--- config.mk ---
export PLATFORM = sky130hd
export DESIGN_NAME = addr_dec_bridge
export DESIGN_NICKNAME = d
export VERILOG_FILES = /design/src/rtl/addr_dec_pkg.sv /design/src/rtl/addr_dec_lookup.sv /design/src/rtl/addr_dec_xlate.sv /design/src/rtl/addr_dec_bridge_regs.sv /design/src/rtl/addr_dec_bridge.sv
export SDC_FILE = /design/constraint.sdc
export NUM_CORES = 1
export LEC_CHECK = 0
export ABC_CLOCK_PERIOD_IN_PS = 2600
export BUFFER_PORTS_ARGS = -buffer_cell sky130_fd_sc_hd__buf_2
export CAP_MARGIN = 30
export CELL_PAD_IN_SITES_DETAIL_PLACEMENT = 0
export CELL_PAD_IN_SITES_GLOBAL_PLACEMENT = 1
export CORE_ASPECT_RATIO = 1.4
export CORE_MARGIN = 5
export CORE_UTILIZATION = 30
export DETAILED_ROUTE_END_ITERATION = 12
export PLACE_DENSITY_LB_ADDON = 0.1
export SLEW_MARGIN = 20
export SYNTH_ARGS = -nofsm -noshare
export SYNTH_HDL_FRONTEND = slang
export SYNTH_SLANG_ARGS = --single-unit
--- constraint.sdc ---
create_clock -name clk -period 2.6 [get_ports clk]
set_input_delay 0 -clock clk [delete_from_list [all_inputs] [get_ports clk]]
set_output_delay 0 -clock clk [all_outputs]
set_load 0.01 [all_outputs]
--- src/rtl/addr_dec_pkg.sv ---
package addr_dec_pkg;
    typedef enum logic [1:0] {
        RSP_OK        = 2'd0,
        RSP_NOT_TAKEN = 2'd1,
        RSP_TGT_ERR   = 2'd2
    } rsp_e;

    localparam logic [1:0] CODE_NONE = 2'd0;
    localparam logic [1:0] CODE_HOLE = 2'd1;
    localparam logic [1:0] CODE_TGT  = 2'd2;
endpackage

--- src/rtl/addr_dec_lookup.sv ---
// Range finder: one modular compare per entry, lowest index wins.
module addr_dec_lookup #(
    parameter int AW = 16,
    parameter int N  = 4,
    parameter int IW = (N > 1) ? $clog2(N) : 1,
    parameter logic [N*AW-1:0] BASES = '0,
    parameter logic [N*AW-1:0] SIZES = '0
) (
    input  logic [AW-1:0] addr,
    output logic          hit,
    output logic [IW-1:0] idx
);
    logic [N-1:0] match;

    generate
        for (genvar g = 0; g < N; g++) begin : g_ent
            logic [AW-1:0] rel;
            assign rel      = addr - BASES[g*AW +: AW];
            assign match[g] = rel < SIZES[g*AW +: AW];
        end
    endgenerate

    always_comb begin
        idx = '0;
        for (int i = N - 1; i >= 0; i--) begin
            if (match[i]) idx = IW'(i);
        end
        hit = |match;
    end
endmodule

--- src/rtl/addr_dec_xlate.sv ---
// Picks target number and forwarded address for the winning entry.
module addr_dec_xlate #(
    parameter int AW = 16,
    parameter int N  = 4,
    parameter int IW = (N > 1) ? $clog2(N) : 1,
    parameter int TW = 2,
    parameter logic [N*AW-1:0] BASES = '0,
    parameter logic [N*AW-1:0] OFFS  = '0,
    parameter logic [N-1:0]    XLATE = '0,
    parameter logic [N*TW-1:0] TGTS  = '0
) (
    input  logic [IW-1:0] idx,
    input  logic [AW-1:0] addr,
    output logic [AW-1:0] fwd,
    output logic [TW-1:0] sel
);
    always_comb begin
        fwd = addr;
        sel = '0;
        for (int i = 0; i < N; i++) begin
            if (idx == IW'(i)) begin
                sel = TGTS[i*TW +: TW];
                if (XLATE[i]) fwd = addr - BASES[i*AW +: AW] + OFFS[i*AW +: AW];
            end
        end
    end
endmodule

--- src/rtl/addr_dec_bridge_regs.sv ---
// One window's first-fault record with write-one-to-clear sticky flag.
module addr_dec_bridge_regs #(
    parameter int AW = 16
) (
    input  logic          clk,
    input  logic          rst_n,
    input  logic          ev,
    input  logic [AW-1:0] ev_addr,
    input  logic          ev_write,
    input  logic [1:0]    ev_code,
    input  logic          clr,
    output logic          sticky,
    output logic [AW-1:0] rec_addr,
    output logic          rec_write,
    output logic [1:0]    rec_code
);
    import addr_dec_pkg::*;

    typedef struct packed {
        logic          sticky;
        logic [AW-1:0] addr;
        logic          write;
        logic [1:0]    code;
    } rec_t;

    rec_t rec_d, rec_q;

    always_comb begin
        rec_d = rec_q;
        if (clr) rec_d.sticky = 1'b0;
        if (ev && (!rec_q.sticky || clr)) begin
            rec_d.sticky = 1'b1;
            rec_d.addr   = ev_addr;
            rec_d.write  = ev_write;
            rec_d.code   = ev_code;
        end
    end

    always_ff @(posedge clk or negedge rst_n) begin
        if (!rst_n) rec_q <= '{sticky: 1'b0, addr: '0, write: 1'b0, code: CODE_NONE};
        else        rec_q <= rec_d;
    end

    assign sticky    = rec_q.sticky;
    assign rec_addr  = rec_q.addr;
    assign rec_write = rec_q.write;
    assign rec_code  = rec_q.code;


    clear_takes_chk: assert property (@(posedge clk) disable iff (!rst_n)
        (clr && !ev) |=> !sticky);


    first_fault_held_chk: assert property (@(posedge clk) disable iff (!rst_n)
        (sticky && !clr) |=> ($stable(rec_addr) && $stable(rec_code) && $stable(rec_write)));


    fault_sets_chk: assert property (@(posedge clk) disable iff (!rst_n)
        ev |=> sticky);
endmodule

--- src/rtl/addr_dec_bridge.sv ---
module addr_dec_bridge #(
    parameter int AW    = 16,
    parameter int DW    = 16,
    parameter int NM    = 4,
    parameter int NW    = 2,
    parameter int N_TGT = 4,
    parameter int TW    = (N_TGT > 1) ? $clog2(N_TGT) : 1,
    parameter int MIW   = (NM > 1) ? $clog2(NM) : 1,
    parameter int WIW   = (NW > 1) ? $clog2(NW) : 1,
    parameter logic [NM*AW-1:0] MAP_BASES = {16'h0800, 16'h4000, 16'h2000, 16'h0000},
    parameter logic [NM*AW-1:0] MAP_SIZES = {16'h1000, 16'h0100, 16'h0800, 16'h1000},
    parameter logic [NM*AW-1:0] MAP_OFFS  = {16'h0000, 16'h0040, 16'h0000, 16'h0000},
    parameter logic [NM-1:0]    MAP_XLATE = 4'b0100,
    parameter logic [NM*TW-1:0] MAP_TGTS  = {2'd3, 2'd2, 2'd1, 2'd0},
    parameter logic [NW*AW-1:0] WIN_BASES = {16'h4000, 16'h2000},
    parameter logic [NW*AW-1:0] WIN_SIZES = {16'h4000, 16'h2000},
    parameter logic [NW*2-1:0]  WIN_STATS = {2'd1, 2'd0},
    parameter logic [NW*DW-1:0] WIN_DATAS = {16'h0BAD, 16'hBEEF}
) (
    input  logic             clk,
    input  logic             rst_n,
    input  logic             req_valid,
    input  logic [AW-1:0]    req_addr,
    input  logic             req_write,
    input  logic             req_inq,
    input  logic [DW-1:0]    req_wdata,
    output logic             tgt_valid,
    output logic [TW-1:0]    tgt_sel,
    output logic [AW-1:0]    tgt_addr,
    output logic             tgt_write,
    output logic [DW-1:0]    tgt_wdata,
    input  logic [DW-1:0]    tgt_rdata,
    input  logic             tgt_err,
    output logic             resp_valid,
    output logic [1:0]       resp_status,
    output logic [DW-1:0]    resp_rdata,
    input  logic [NW-1:0]    clr_mask,
    output logic [NW-1:0]    bst_sticky,
    output logic [NW*AW-1:0] bst_addr,
    output logic [NW-1:0]    bst_write,
    output logic [NW*2-1:0]  bst_code
);
    import addr_dec_pkg::*;

    logic           mhit, whit;
    logic [MIW-1:0] midx;
    logic [WIW-1:0] widx;
    logic [AW-1:0]  fwd;
    logic [TW-1:0]  sel;
    logic           fault;
    logic [1:0]     fcode;

    addr_dec_lookup #(.AW(AW), .N(NM), .IW(MIW), .BASES(MAP_BASES), .SIZES(MAP_SIZES))
        u_map (.addr(req_addr), .hit(mhit), .idx(midx));

    addr_dec_lookup #(.AW(AW), .N(NW), .IW(WIW), .BASES(WIN_BASES), .SIZES(WIN_SIZES))
        u_win (.addr(req_addr), .hit(whit), .idx(widx));

    addr_dec_xlate #(.AW(AW), .N(NM), .IW(MIW), .TW(TW), .BASES(MAP_BASES),
                     .OFFS(MAP_OFFS), .XLATE(MAP_XLATE), .TGTS(MAP_TGTS))
        u_xl (.idx(midx), .addr(req_addr), .fwd(fwd), .sel(sel));

    assign tgt_valid = req_valid && mhit;
    assign tgt_sel   = sel;
    assign tgt_addr  = fwd;
    assign tgt_write = req_write;
    assign tgt_wdata = req_wdata;

    assign fault = req_valid && !req_inq && whit && (!mhit || tgt_err);
    assign fcode = mhit ? CODE_TGT : CODE_HOLE;

    typedef struct packed {
        logic          valid;
        rsp_e          status;
        logic [DW-1:0] rdata;
    } rsp_t;

    rsp_t rsp_d, rsp_q;

    always_comb begin
        rsp_d = '{valid: 1'b0, status: RSP_OK, rdata: '0};
        if (req_valid) begin
            rsp_d.valid = 1'b1;
            if (mhit) begin
                rsp_d.status = tgt_err ? RSP_TGT_ERR : RSP_OK;
                rsp_d.rdata  = req_write ? '0 : tgt_rdata;
            end else if (whit) begin
                rsp_d.status = rsp_e'(WIN_STATS[int'(widx)*2 +: 2]);
                if (req_inq)        rsp_d.rdata = '1;
                else if (req_write) rsp_d.rdata = '0;
                else                rsp_d.rdata = WIN_DATAS[int'(widx)*DW +: DW];
            end else begin
                rsp_d.status = RSP_NOT_TAKEN;
                rsp_d.rdata  = '0;
            end
        end
    end

    always_ff @(posedge clk or negedge rst_n) begin
        if (!rst_n) rsp_q <= '{valid: 1'b0, status: RSP_OK, rdata: '0};
        else        rsp_q <= rsp_d;
    end

    assign resp_valid  = rsp_q.valid;
    assign resp_status = rsp_q.status;
    assign resp_rdata  = rsp_q.rdata;

    generate
        for (genvar w = 0; w < NW; w++) begin : g_brg
            addr_dec_bridge_regs #(.AW(AW)) u_regs (
                .clk      (clk),
                .rst_n    (rst_n),
                .ev       (fault && (widx == WIW'(w))),
                .ev_addr  (req_addr),
                .ev_write (req_write),
                .ev_code  (fcode),
                .clr      (clr_mask[w]),
                .sticky   (bst_sticky[w]),
                .rec_addr (bst_addr[w*AW +: AW]),
                .rec_write(bst_write[w]),
                .rec_code (bst_code[w*2 +: 2])
            );
        end
    endgenerate


    resp_follows_req_chk: assert property (@(posedge clk) disable iff (!rst_n)
        req_valid |=> resp_valid);


    no_resp_idle_chk: assert property (@(posedge clk) disable iff (!rst_n)
        !req_valid |=> !resp_valid);


    hole_default_chk: assert property (@(posedge clk) disable iff (!rst_n)
        (req_valid && !mhit && !whit) |=> (resp_status == RSP_NOT_TAKEN && resp_rdata == '0));


    mapped_ok_chk: assert property (@(posedge clk) disable iff (!rst_n)
        (req_valid && mhit && !tgt_err) |=> (resp_status == RSP_OK));


    inquiry_quiet_chk: assert property (@(posedge clk) disable iff (!rst_n)
        (req_valid && req_inq && bst_sticky == '0 && clr_mask == '0) |=> (bst_sticky == '0));
endmodule

# Word level (Yosys, flattened, before mapping)
# Cells that the tools add are included.
[op_classes] n_reduce_logical=19 bitwise=1 order_cmp=6 shift=2 mux=22 add_sub_neg=4 n_eq_ne=3
[ops] op="16-bit two-way mux" count=4
[ops] op="20-bit two-way mux" count=2
[ops] op="18-bit two-way mux" count=2
[ops] op="16-bit by 13-bit less-than comparator with 1-bit output (second input constant)" count=2
[ops] op="32-bit by 6-bit indexed part select with 16-bit output (first input constant)" count=1
[ops] op="19-bit two-way mux" count=1
[ops] op="16-bit by 7-bit adder with 16-bit output (second input constant)" count=1
[ops] op="16-bit by 12-bit less-than comparator with 1-bit output (second input constant)" count=1
[ops] op="16-bit by 14-bit less-than comparator with 1-bit output (second input constant)" count=1
[ops] op="16-bit by 15-bit less-than comparator with 1-bit output (second input constant)" count=1
[ops] op="16-bit by 9-bit less-than comparator with 1-bit output (second input constant)" count=1
[ops] op="2-bit two-way mux" count=8
[ops] op="16-bit by 12-bit subtractor with 16-bit output (second input constant)" count=1
[ops] op="16-bit by 14-bit subtractor with 16-bit output (second input constant)" count=1
[ops] op="16-bit by 15-bit subtractor with 16-bit output (second input constant)" count=1
[ops] op="1-bit logical AND" count=8
[ops] op="1-bit two-way mux" count=5
[ops] op="2-bit == test (second input constant)" count=2
[ops] op="1-bit logical NOT" count=4
[ops] op="2-bit nonzero test" count=2
[ops] op="4-bit OR reduction" count=1
[ops] op="4-bit by 3-bit indexed part select with 2-bit output (first input constant)" count=1
[ops] op="1-bit logical OR" count=3
[ops] op="2-bit by 1-bit == test with 1-bit output (second input constant)" count=1
[ops] op="2 further kinds" count=2
[word_totals] output_inout_bits=95 register_bits=59 input_bits=56

# Depth between registers and ports, before layout
# Gate-level depths: netlist of run 1.
[logic_depth] word_depth=10 depth_mapped=10

# Hierarchy
# From an unflattened synthesis of run 1, not the netlist that was laid out.
[unflattened] cells_unflattened=242 hier_area_um2=3035.4
[modules_own_cells] mod="addr_dec_bridge_regs" cells_each=43 area_each_um2=804.5 seq_area_each_um2=500.5 instances=2
[modules_own_cells] mod="addr_dec_bridge" cells_each=89 area_each_um2=949.7 seq_area_each_um2=475.5 instances=1
[modules_own_cells] mod="addr_dec_xlate" cells_each=38 area_each_um2=266.5 seq_area_each_um2=0.0 instances=1
[modules_own_cells] mod="addr_dec_lookup at u_map" cells_each=23 area_each_um2=166.4 seq_area_each_um2=0.0 instances=1
[modules_own_cells] mod="addr_dec_lookup at u_win" cells_each=6 area_each_um2=43.8 seq_area_each_um2=0.0 instances=1

# Least setup slack after synthesis of run 1
# Ideal clock, no wire load.
[synth_path] path_type="input-to-reg" startpoint="in req_addr[13]" endpoint="reg g_brg[1].u_regs.rec_q, in the netlist g_brg[1].u_regs.rec_addr[0]" cell_stages=10 required_ns=2.475 arrival_time_ns=2.114 slack_ns=0.361 path_cell_list="clkbuf_1 > inv_1 > ha_1 > xor2_1 > o32a_1 > o211a_1 > buf_6 > o21ai_4 > buf_12 > mux2_4"
[synth_between] elab_chain_len=8
[synth_lines] element="start: declaration" line="addr_dec_bridge.sv:23" text="input logic [AW-1:0] req_addr,"
[synth_lines] element="16-bit by 14-bit subtractor with 16-bit output, or another cell as far along" line="addr_dec_lookup.sv:18" text="assign rel = addr - BASES[g*AW +: AW];"
[synth_lines] element="16-bit by 12-bit less-than comparator with 1-bit output, or another cell as far along" line="addr_dec_lookup.sv:19" text="assign match[g] = rel < SIZES[g*AW +: AW];"
[synth_lines] element="4-bit OR reduction" line="addr_dec_lookup.sv:28" text="hit = |match;"
[synth_lines] element="1-bit logical NOT" line="addr_dec_bridge.sv:69" text="assign fault = req_valid && !req_inq && whit && (!mhit || tgt_err);"
[synth_lines] element="1-bit logical OR" line="addr_dec_bridge.sv:69"
[synth_lines] element="1-bit logical AND" line="addr_dec_bridge.sv:69"
[synth_lines] element="1-bit logical AND *" line="addr_dec_bridge.sv:113" text=".ev (fault && (widx == WIW'(w))),"
[synth_lines] element="1-bit logical AND *" line="addr_dec_bridge_regs.sv:31" text="if (ev && (!rec_q.sticky || clr)) begin"
[synth_lines] element="end signal: assignment" line="addr_dec_bridge_regs.sv:40" text="if (!rst_n) rec_q <= '{sticky: 1'b0, addr: '0, write: 1'b0, code: CODE_NONE};"
[synth_lines] element="end signal: assignment" line="addr_dec_bridge_regs.sv:41" text="else rec_q <= rec_d;"
[synth_lines] element="end: declaration" line="addr_dec_bridge_regs.sv:26" text="rec_t rec_d, rec_q;"
# Every way passes the cells marked *; elsewhere a longest branch is shown, timed or not.
# A chain may end at the register's enable or synchronous reset.

# Worst setup path after layout of run 1
[layout_path] startpoint="in req_addr[15]" endpoint="out tgt_addr[7]"
[layout_between] elab_chain_len=8
[layout_lines] element="16-bit by 12-bit subtractor with 16-bit output" line="addr_dec_lookup.sv:18"
[layout_lines] element="16-bit by 13-bit less-than comparator with 1-bit output" line="addr_dec_lookup.sv:19"
[layout_lines] element="2-bit two-way mux (3 in a row)" line="addr_dec_lookup.sv:26" text="if (match[i]) idx = IW'(i);"
[layout_lines] element="2-bit two-way mux *" line="addr_dec_lookup.sv:26"
[layout_lines] element="2-bit == test *" line="addr_dec_xlate.sv:21" text="if (idx == IW'(i)) begin"
[layout_lines] element="16-bit two-way mux *" line="addr_dec_xlate.sv:21"
[layout_lines] element="end: declaration" line="addr_dec_bridge.sv:29" text="output logic [AW-1:0] tgt_addr,"
# Marked as above.

==> impl_metrics.yaml, run 1 <==
placement:
  dp_cells: 490
  numPortBuffers: 118
  hpwl_mm: 6.07
  gp_congestion: 0.769
  preCtsSetupSlack_ps: 193
die:
  die_width_um: 96.2
  io_pins: 151
  core_mm2: 0.0103
  num_rows: 44
  floorplan.initialDensity: 0.303
  die_y_um: 131
  dieArea_mm2: 0.0126
power:
  p_leak_nw: 2.19
  design_power_total_mw: 3.28
  p_per_area_mw_per_mm2: 771
  p_int_mw: 2.39
  power.share.clock: 0.378
  switching_share: 0.273
  seq_power_share: 0.372
  power_switching_mw: 0.895
  ir_drop_mv: 0.298
  pwr-share-comb: 0.249
finish:
  fillers: 1047
  antennaDiodeCount: 0
  multi_input_area_mm2: 0.00132
  layout-drive-gt1-share: 0.455
  layoutNonFillerInstCount: 531
  seq_area_mm2: 0.00148
  fin_nets: 453
  syn2layout_area_growth_pct: 36.3
logic_synthesis:
  avgSynthCellArea_um2: 11.7
  synth-edff-count: 0
  ys_ff_latch: 59
  ys_warn_count: 0
  yosys.area_share.simple: 0.103
  ys_types: 42
  synth.area.top_cells: "dfrtp_1 47%, mux2_4 9.1%, buf_4 6.5%"
  synth-seq-area-share: 0.473
  syn_inst: 266
  synth_area_leader_cell: "dfrtp_1"
  synth-xor-area-share: 0.0309
  synth_compound_area_frac: 0.104
  synth_ff_type: "dfrtp_1"
  post-synth-top-count-cell: "dfrtp_1"
  synth_top_area_frac: 0.473
  synth_area_mm2: 0.00312
  muxShareOfSynthArea: 0.149
  synthTopCellsByCount: "59 x dfrtp_1, 27 x buf_4, 19 x mux2_4"
  ys_async_sr_fraction: 1.00
  synth_top_family_by_area: "multiplexers"
  synth_fa_ha_area_frac: 0.0361
  syn-num-nets: 331
critical_path:
  ff2ff_path_depth: 5
  ff2ff_setup_slack_ps: 1110
  crit_arrival_ps: 2170
  reg2reg_from: "g_brg[1].u_regs.sticky$_DFFE_PN0P_"
  endpoint_kind: "primary output"
  worstSetupPathType: "in2out"
  startpoint_type: "input pin"
  critPathMaxFanout: 7
  r2r_end: "g_brg[1].u_regs.rec_addr[8]$_DFFE_PN0P_"
  crit_required_ps: 2600
global_route:
  grt_pass1_vias: 2542
  grt_max_degree: 60
  antenna_found_initial: 0
  grtUsageTotal: 0.138
  grt_pass1_wl_mm: 13.0
  grt_overflow: 0
routing:
  postRouteAntennaNets: 0
  route.detailed.drc: 0
  via_per_inst: 4.54
  vias: 2412
  drt-pass1-iter-count: 4
  wl_mm: 8.25
  drt_iter0_markers: 62
  avgRoutedWirePerCell_um: 15.5
clock_network:
  cts_max_level: 3
  cts_root_buffer: "clkbuf_16"
  postCtsResizedCells: 0
  cts-buffers-inserted: 9
  cts.sinks: 59
  cts_tree: "done"
  insertion_delay_ps: 320
  clockBufferDepth: 2
hold_path:
  min_from: "req_wdata[6]"
  min_to: "tgt_wdata[6]"
  hold_path_class: "in2out"
  min_delay_path_depth: 0
timing:
  skew_ps: 4.76
  final_hold_viol_count: 0
  min_period_ps: 2170
  rsz0062_at_grt: "false"
  worst_slack_ps: 431
  setup_viol: 0
  period_share: 0.834
  fin_tns_setup_ps: 0
  fmax_mhz: 461
  maxSlewHeadroom: 0.459
  worstMarginPinSlew_ps: 805
  slew_viol_final: 0
status:
  status: "complete, no violations"
flow_run:
  max-cap-violations: 0
==> per-layer routing <==
metal  global-route usage  part of all wire  vias to the layer above  wire length, um
met5                    0                 0                        -                0
met4               0.0754             0.022                        0              183
met3               0.0395             0.085                       11              705
met2                0.224              0.47                       94             3910
met1                0.161              0.42                     1158             3450
li1                     -                 -                     1149                -
==> state kept, by name, indices dropped and copies added, names as in the netlist <==
signal / flops
g_brg.u_regs.rec_addr: 32
resp_rdata: 16
g_brg.u_regs.rec_code: 4
g_brg.u_regs.rec_write: 2
g_brg.u_regs.sticky: 2
resp_status: 2
resp_valid: 1
==> stage by stage <==
stage          cell area (um2)  hold WS (ps)  utilization
3_5_place_dp              3690        0.0686        0.359
2_1_floorplan             3120          -296            -
5_1_grt                   4260        0.0305        0.413
6_report                  4260       0.00368        0.413
3_3_place_gp              3690        0.0686        0.359
4_1_cts                   4260        0.0686        0.413
==> critical path, cell delays in order <==
cell and delay (ps):
buf_2 150, inv_1 150, ha_1 180, or4b_1 440
o32a_1 390, nor2_1 190, buf_4 180, mux2_2 340
buf_2 140
==> cell families (layout without fill, tap and decap cells) <==
family / after synthesis / after routing
compound gates: 42 / 42
mux: 35 / 35
flops: 59 / 59
xor+xnor: 11 / 11
fa+ha+maj: 9 / 9
buf+inv: 49 / 176
simple gates: 61 / 61
==> what timing repair did <==
item / CTS / global route
setup buffers: 0 / 0
endpoints found under the hold margin: 91 / 0
hold buffers: 25 / 0
==> layout by cell type (no fill, tap or decap), types with 2 or more instances in the layout <==
master | synthesis | final
buf_2 | 0 | 118
dfrtp_1 | 59 | 59
dlygate4sd3_1 | 0 | 25
mux2_4 | 19 | 19
mux2_2 | 15 | 15
nand3_1 | 14 | 14
and3_1 | 12 | 12
o21a_1 | 10 | 10
nand2_1 | 9 | 9
ha_1 | 9 | 9
clkbuf_16 | 0 | 9
nor2_1 | 8 | 8
xnor2_1 | 8 | 8
inv_1 | 7 | 7
a21boi_0 | 7 | 7
nor3_1 | 6 | 6
a21oi_1 | 6 | 6
buf_4 | 27 | 6
and2_1 | 3 | 3
xor2_1 | 3 | 3
o21ai_0 | 3 | 3
nand2b_1 | 3 | 3
buf_12 | 2 | 3
o31ai_1 | 2 | 2
o32a_1 | 2 | 2
o211ai_1 | 2 | 2
o21ai_4 | 2 | 2
a22o_1 | 2 | 2
clkbuf_1 | 10 | 2
clkinv_2 | 0 | 2
bufinv_16 | 0 | 2
==> worst max path at each step <==
stage | end | from | cells after the start
3_5_place_dp | g_brg[0].u_regs.rec_addr[1]$_DFFE_PN0P_ | req_addr[15] | 9
6_report | tgt_addr[7] | req_addr[15] | 9
5_1_grt | tgt_addr[7] | req_addr[15] | 9
2_1_floorplan | g_brg[1].u_regs.rec_addr[0]$_DFFE_PN0P_ | req_addr[13] | 10
4_1_cts | tgt_addr[7] | req_addr[15] | 9
3_3_place_gp | resp_rdata[1]$_DFF_PN0_ | req_addr[14] | 8
==> power groups by stage <==
stage	combinational [mW]	sequential, mW	clock, mW
after CTS	0.840	1.23	1.29
final	0.818	1.22	1.24
after floorplan	0.398	1.32	0
after global routing	0.901	1.25	1.33
after global placement	0.805	1.24	0
after detailed placement	0.809	1.24	0
==> final cells by class <==
class / instances / area share
sequential: 59 / 0.347
multi-input combinational: 158 / 0.310
timing repair buffer: 152 / 0.222
clock buffer: 11 / 0.0547
tap: 138 / 0.0406
clock inverter: 5 / 0.0182
inverter: 8 / 0.00706
Power figures use the tool's default switching activity.
==> inputs of run 2 (changes only) <==
--- a/config.mk
+++ b/config.mk
@@ -5,7 +5,7 @@
 export SDC_FILE = /design/constraint.sdc
 export NUM_CORES = 1
 export LEC_CHECK = 0
-export ABC_CLOCK_PERIOD_IN_PS = 2600
+export ABC_CLOCK_PERIOD_IN_PS = 2100
 export BUFFER_PORTS_ARGS = -buffer_cell sky130_fd_sc_hd__buf_2
 export CAP_MARGIN = 30
 export CELL_PAD_IN_SITES_DETAIL_PLACEMENT = 0
==> constraint.sdc (replaced) <==
create_clock -name clk -period 2.1 [get_ports clk]
set_input_delay 0 -clock clk [delete_from_list [all_inputs] [get_ports clk]]
set_output_delay 0 -clock clk [all_outputs]
set_load 0.01 [all_outputs]
==> run 2 against run 1 <==
  * Critical path depth is 1 higher
  * Largest cell class unchanged
  * Highest routed layer unchanged
  * Sequential power rose by 24%
  * Clock power increased by 13%
  * Cell count increased by 3.2%
==> impl_metrics.yaml, run 2 (synthesis gave the netlist of run 1 again) <==
status:
  status: "complete, no violations"
timing:
  worstMarginPinSlew_ps: 726
  skew_ps: 6.86
  period_share: 0.963
  fin_tns_setup_ps: 0
  fmax_mhz: 494
  final_hold_viol_count: 0
  min_period_ps: 2020
  slew_viol_final: 0
  setup_viol: 0
  maxSlewHeadroom: 0.516
  rsz0062_at_grt: "false"
routing:
  wl_mm: 8.68
  via_per_inst: 4.49
  avgRoutedWirePerCell_um: 15.8
  vias: 2461
  route.detailed.drc: 0
  drt_iter0_markers: 70
  drt-pass1-iter-count: 4
  postRouteAntennaNets: 0
die:
  floorplan.initialDensity: 0.303
  die_y_um: 131
  io_pins: 151
  num_rows: 44
  die_width_um: 96.2
  core_mm2: 0.0103
  dieArea_mm2: 0.0126
critical_path:
  slowest_stage: "or4b_1"
  startpoint_type: "input pin"
  reg2reg_from: "g_brg[1].u_regs.sticky$_DFFE_PN0P_"
  critPathMaxFanout: 8
  worstPathCellList: "buf_2 > clkinvlp_4 > ha_4 > or4b_1 > o32a_1 > buf_4 > nor2_1 > buf_4 > mux2_2 > buf_2"
  cp-startpoint: "req_addr[15]"
  path_buf_inv: 5
  crit_required_ps: 2100
  worstSetupPathType: "in2out"
  crit_arrival_ps: 2020
  critPathTopFamily: "buffers and inverters"
  endpoint_kind: "primary output"
  slowest_delay_ps: 460
power:
  p_int_mw: 2.78
  power.share.clock: 0.353
  seq_power_share: 0.382
  power_switching_mw: 1.17
  ir_drop_mv: 0.427
  switching_share: 0.296
  p_per_area_mw_per_mm2: 908
  pwr-share-comb: 0.265
  design_power_total_mw: 3.96
  p_leak_nw: 2.25
global_route:
  grt_max_degree: 31
  grt_pass1_wl_mm: 13.6
  antenna_found_initial: 0
  grt_pass1_vias: 2557
  grtUsageTotal: 0.145
  grt_overflow: 0
finish:
  final_cell_mix: "118 x buf_2, 59 x dfrtp_1, 31 x buf_4"
  final_common_cell: "buf_2"
  layoutNonFillerInstCount: 548
  fin_nets: 470
  syn2layout_area_growth_pct: 39.5
  seq_area_mm2: 0.00148
  multi_input_area_mm2: 0.00133
  layout-drive-gt1-share: 0.507
  fillers: 1041
  final_core_util: 0.423
  antennaDiodeCount: 0
  stdcell_area_mm2: 0.00436
  largest_register_ffs: 32
clock_network:
  cts_tree: "done"
  insertion_delay_ps: 330
  cts.sinks: 59
  postCtsResizedCells: 0
  cts_root_buffer: "clkbuf_16"
  cts-buffers-inserted: 9
  cts_max_level: 3
  clockBufferDepth: 2
placement:
  dp_cells: 513
  dpl-instance-area_mm2: 0.00388
  numPortBuffers: 118
  hpwl_mm: 6.56
  gp_congestion: 0.744
flow_run:
  max-cap-violations: 0
hold_path:
  min_from: "req_wdata[14]"
  hold_path_class: "in2out"
-- run 2: power by group through the flow --
stage / sequential (mW) / clock, mW / combinational [mW]
CTS: 1.51 / 1.44 / 1.07
finish: 1.51 / 1.40 / 1.05
detailed placement: 1.53 / 0 / 1.04
floorplan: 1.63 / 0 / 0.494
global route: 1.54 / 1.49 / 1.15
global placement: 1.53 / 0 / 1.04
-- run 2: worst paths after layout --
path	to	slack [ps]	cells past startpoint
setup / recovery	tgt_addr[7]	80	10
hold / removal	tgt_wdata[14]	0.004	0
setup reg to reg	g_brg[1].u_regs.rec_addr[8]$_DFFE_PN0P_	670	5
hold reg to reg	g_brg[0].u_regs.rec_addr[13]$_DFFE_PN0P_	460	1
max in group asynchronous	g_brg[0].u_regs.sticky$_DFFE_PN0P_	1220	3
min in group asynchronous	g_brg[1].u_regs.rec_addr[1]$_DFFE_PN0P_	260	2
-- run 2: final cells by class --
cell class / instances / area share
tap: 138 / 0.0396
clock buffer: 10 / 0.0549
sequential: 59 / 0.339
clock inverter: 6 / 0.0109
timing repair buffer: 169 / 0.242
inverter: 8 / 0.00776
multi-input combinational: 158 / 0.306
-- run 2: worst register-to-register path, cell delays in order (launching register included) --
cell and delay, ps:
dfrtp_1 370, nand2b_1 100, and4_1 280, o21ai_4 90, buf_12 160, mux2_4 310
-- run 2: layer usage --
metal	vias up	share of wire	GRT usage	wire, um
li1	1189	-	-	-
met1	1171	0.41	0.168	3550
met2	89	0.50	0.241	4320
met3	12	0.074	0.0424	645
met4	0	0.020	0.0712	175
met5	-	0	0	0
-- run 2: metrics by stage --
step / hold WS, ps / worst slack [ps]
2_1_floorplan: -296 / -39.4
3_3_place_gp: 0.0686 / 9.52
3_5_place_dp: 0.0686 / -77.6
4_1_cts: 0.0686 / 76.1
5_1_grt: 0.0168 / 11.4
6_report: 0.00368 / 77.0
-- run 2: timing repair --
| action | in CTS | in global routing |
|---|---|---|
| endpoints found under the hold margin | 53 | 0 |
| buffers inserted | 0 | 2 |
| hold buffers | 17 | 0 |
| setup endpoints to repair | 0 | 2 |
==> inputs of run 3 (changes only) <==
--- a/config.mk
+++ b/config.mk
@@ -12,7 +12,7 @@
 export CELL_PAD_IN_SITES_GLOBAL_PLACEMENT = 1
 export CORE_ASPECT_RATIO = 1.4
 export CORE_MARGIN = 5
-export CORE_UTILIZATION = 30
+export CORE_UTILIZATION = 25
 export DETAILED_ROUTE_END_ITERATION = 12
 export PLACE_DENSITY_LB_ADDON = 0.1
 export SLEW_MARGIN = 20
==> run 3 against run 2 <==
  * Worst hold slack is essentially flat
  * Critical path depth did not move
  * Sequential share of layout area shrank 0.50 points
  * Clock skew shrank 2.4 ps
  * Worst setup slack better by 5.3 ps
  * First-iteration DRC count down 5.7%
  * Core utilization is 6.4 points lower
  * Combinational power barely moved
  * Cell count increased by 2.9%
  * Count of clock-buffer cells in the layout is 1 higher
  * Via count increased by 1.1%
  * Fmax is 0.26% higher
  * Largest cell class unchanged
==> impl_metrics.yaml, run 3 (synthesis gave the netlist of run 1 again) <==
status:
  status: "complete, no violations"
routing:
  drt-pass1-iter-count: 4
  vias: 2487
  route.detailed.drc: 0
  via_per_inst: 4.41
  avgRoutedWirePerCell_um: 16.0
  drt_iter0_markers: 66
  wl_mm: 9.02
  postRouteAntennaNets: 0
global_route:
  grt_max_degree: 22
  grt_pass1_vias: 2734
  grt_pass1_wl_mm: 14.5
  grtUsageTotal: 0.124
  antenna_found_initial: 0
  grt_overflow: 0
clock_network:
  cts_max_level: 3
  cts-buffers-inserted: 9
  cts.sinks: 59
  insertion_delay_ps: 320
  cts_root_buffer: "clkbuf_16"
  clkSlewWorstSetupHoldPaths_ps: 50
  cts_tree: "done"
  clockBufferDepth: 2
die:
  io_pins: 151
  core_mm2: 0.0123
  num_rows: 48
  die_y_um: 142
  die_width_um: 104
  floorplan.initialDensity: 0.254
  dieArea_mm2: 0.0149
finish:
  seq_area_mm2: 0.00148
  fin_nets: 474
  largest_register_ffs: 32
  antennaDiodeCount: 0
  layout-drive-gt1-share: 0.514
  final_common_cell: "buf_2"
  multi_input_area_mm2: 0.00135
  fillers: 1251
  final_cell_mix: "118 x buf_2, 59 x dfrtp_1, 33 x buf_4"
  syn2layout_area_growth_pct: 41.6
timing:
  worst_slack_ps: 82.2
  final_hold_viol_count: 0
  setup_viol: 0
  slew_viol_final: 0
  worstMarginPinSlew_ps: 691
  skew_ps: 4.44
  maxSlewHeadroom: 0.536
  min_period_ps: 2020
  hold_slack_ps: 0.00354
  period_share: 0.961
  fmax_mhz: 496
critical_path:
  slowest_stage: "or4b_4"
  endpoint_kind: "flip-flop"
  r2r_end: "g_brg[1].u_regs.rec_addr[6]$_DFFE_PN0P_"
  reg2reg_from: "g_brg[1].u_regs.sticky$_DFFE_PN0P_"
  path_buf_inv: 4
  worstSetupPathType: "in2reg"
  crit_arrival_ps: 2220
  worstPathCellList: "buf_2 > clkinvlp_4 > ha_4 > or4b_4 > o32a_1 > buf_4 > o211a_1 > o21ai_4 > buf_12 > mux2_2"
  critPathMaxFanout: 17
  crit_required_ps: 2300
  critPathTopFamily: "compound AO/OA/AOI/OAI gates"
  slowest_delay_ps: 450
  ff2ff_setup_slack_ps: 680
  startpoint_type: "input pin"
  ff2ff_path_depth: 5
hold_path:
  hold_path_class: "in2out"
  min_to: "tgt_wdata[6]"
  min_delay_path_depth: 0
  min_from: "req_wdata[6]"
power:
  ir_drop_mv: 0.365
  design_power_total_mw: 4.02
  p_per_area_mw_per_mm2: 910
  p_leak_nw: 2.28
placement:
  gp_congestion: 0.784
  preCtsSetupSlack_ps: -98.5
  numPortBuffers: 118
  hpwl_mm: 7.02
flow_run:
  max-cap-violations: 0
==> run 3: final cells by class <==
cell class	count	share of cell area
Inverter	8	0.00764
Timing Repair Buffer	173	0.245
Clock inverter	5	0.0119
Tap cell	150	0.0425
Clock buffer	11	0.0549
Sequential cell	59	0.334
Multi-Input combinational cell	158	0.305
==> run 3: how the worst max path moves through the flow <==
stage                            start                                  endpoint  cells past startpoint
after global placement    req_addr[15]  g_brg[1].u_regs.rec_addr[13]$_DFFE_PN0P_                      9
after CTS                 req_addr[15]                              tgt_addr[12]                     10
after floorplan           req_addr[15]   g_brg[1].u_regs.rec_addr[0]$_DFFE_PN0P_                      9
final                     req_addr[15]  g_brg[1].u_regs.rec_addr[13]$_DFFE_PN0P_                     10
after detailed placement  req_addr[15]  g_brg[1].u_regs.rec_addr[13]$_DFFE_PN0P_                      9
after global routing      req_addr[15]                               tgt_addr[8]                     12
==> run 3: power by group <==
part	total (mW)	internal, mW	switching (mW)
Clock	1.45	0.943	0.508
Combinational	1.06	0.566	0.498
Sequential	1.50	1.39	0.118
==> run 3: worst register-to-register path: stages, from the launching register on <==
cell and delay (ps):
dfrtp_1 380, nand2b_1 80, and4_1 280, o21ai_4 80, buf_12 170, mux2_4 310
==> run 3: layer usage <==
metal | wire, um | global-route usage | vias up
met5 | 0 | 0 | -
met4 | 137 | 0.0450 | 0
met3 | 773 | 0.0486 | 12
met2 | 4480 | 0.211 | 95
met1 | 3630 | 0.140 | 1192
li1 | - | - | 1188
==> run 3: timing repair <==
action,4_1_cts,5_1_grt
buffers inserted,0,1
endpoints found under the setup margin,0,2
hold buffers,18,0
resized for setup,0,5
endpoints found under the hold margin,43,0
==> run 3: through the flow <==
| stage | std cells | util | cell area, um2 | setup TNS, ps |
|---|---|---|---|---|
| 6_report | 564 | 0.359 | 4420 | 0 |
| 5_1_grt | 564 | 0.359 | 4420 | -3.73 |
| 4_1_cts | 563 | 0.357 | 4390 | 0 |
| 3_5_place_dp | 529 | 0.318 | 3920 | -1920 |
| 3_3_place_gp | 529 | 0.318 | 3920 | -1560 |
| 2_1_floorplan | 266 | - | 3140 | -524 |
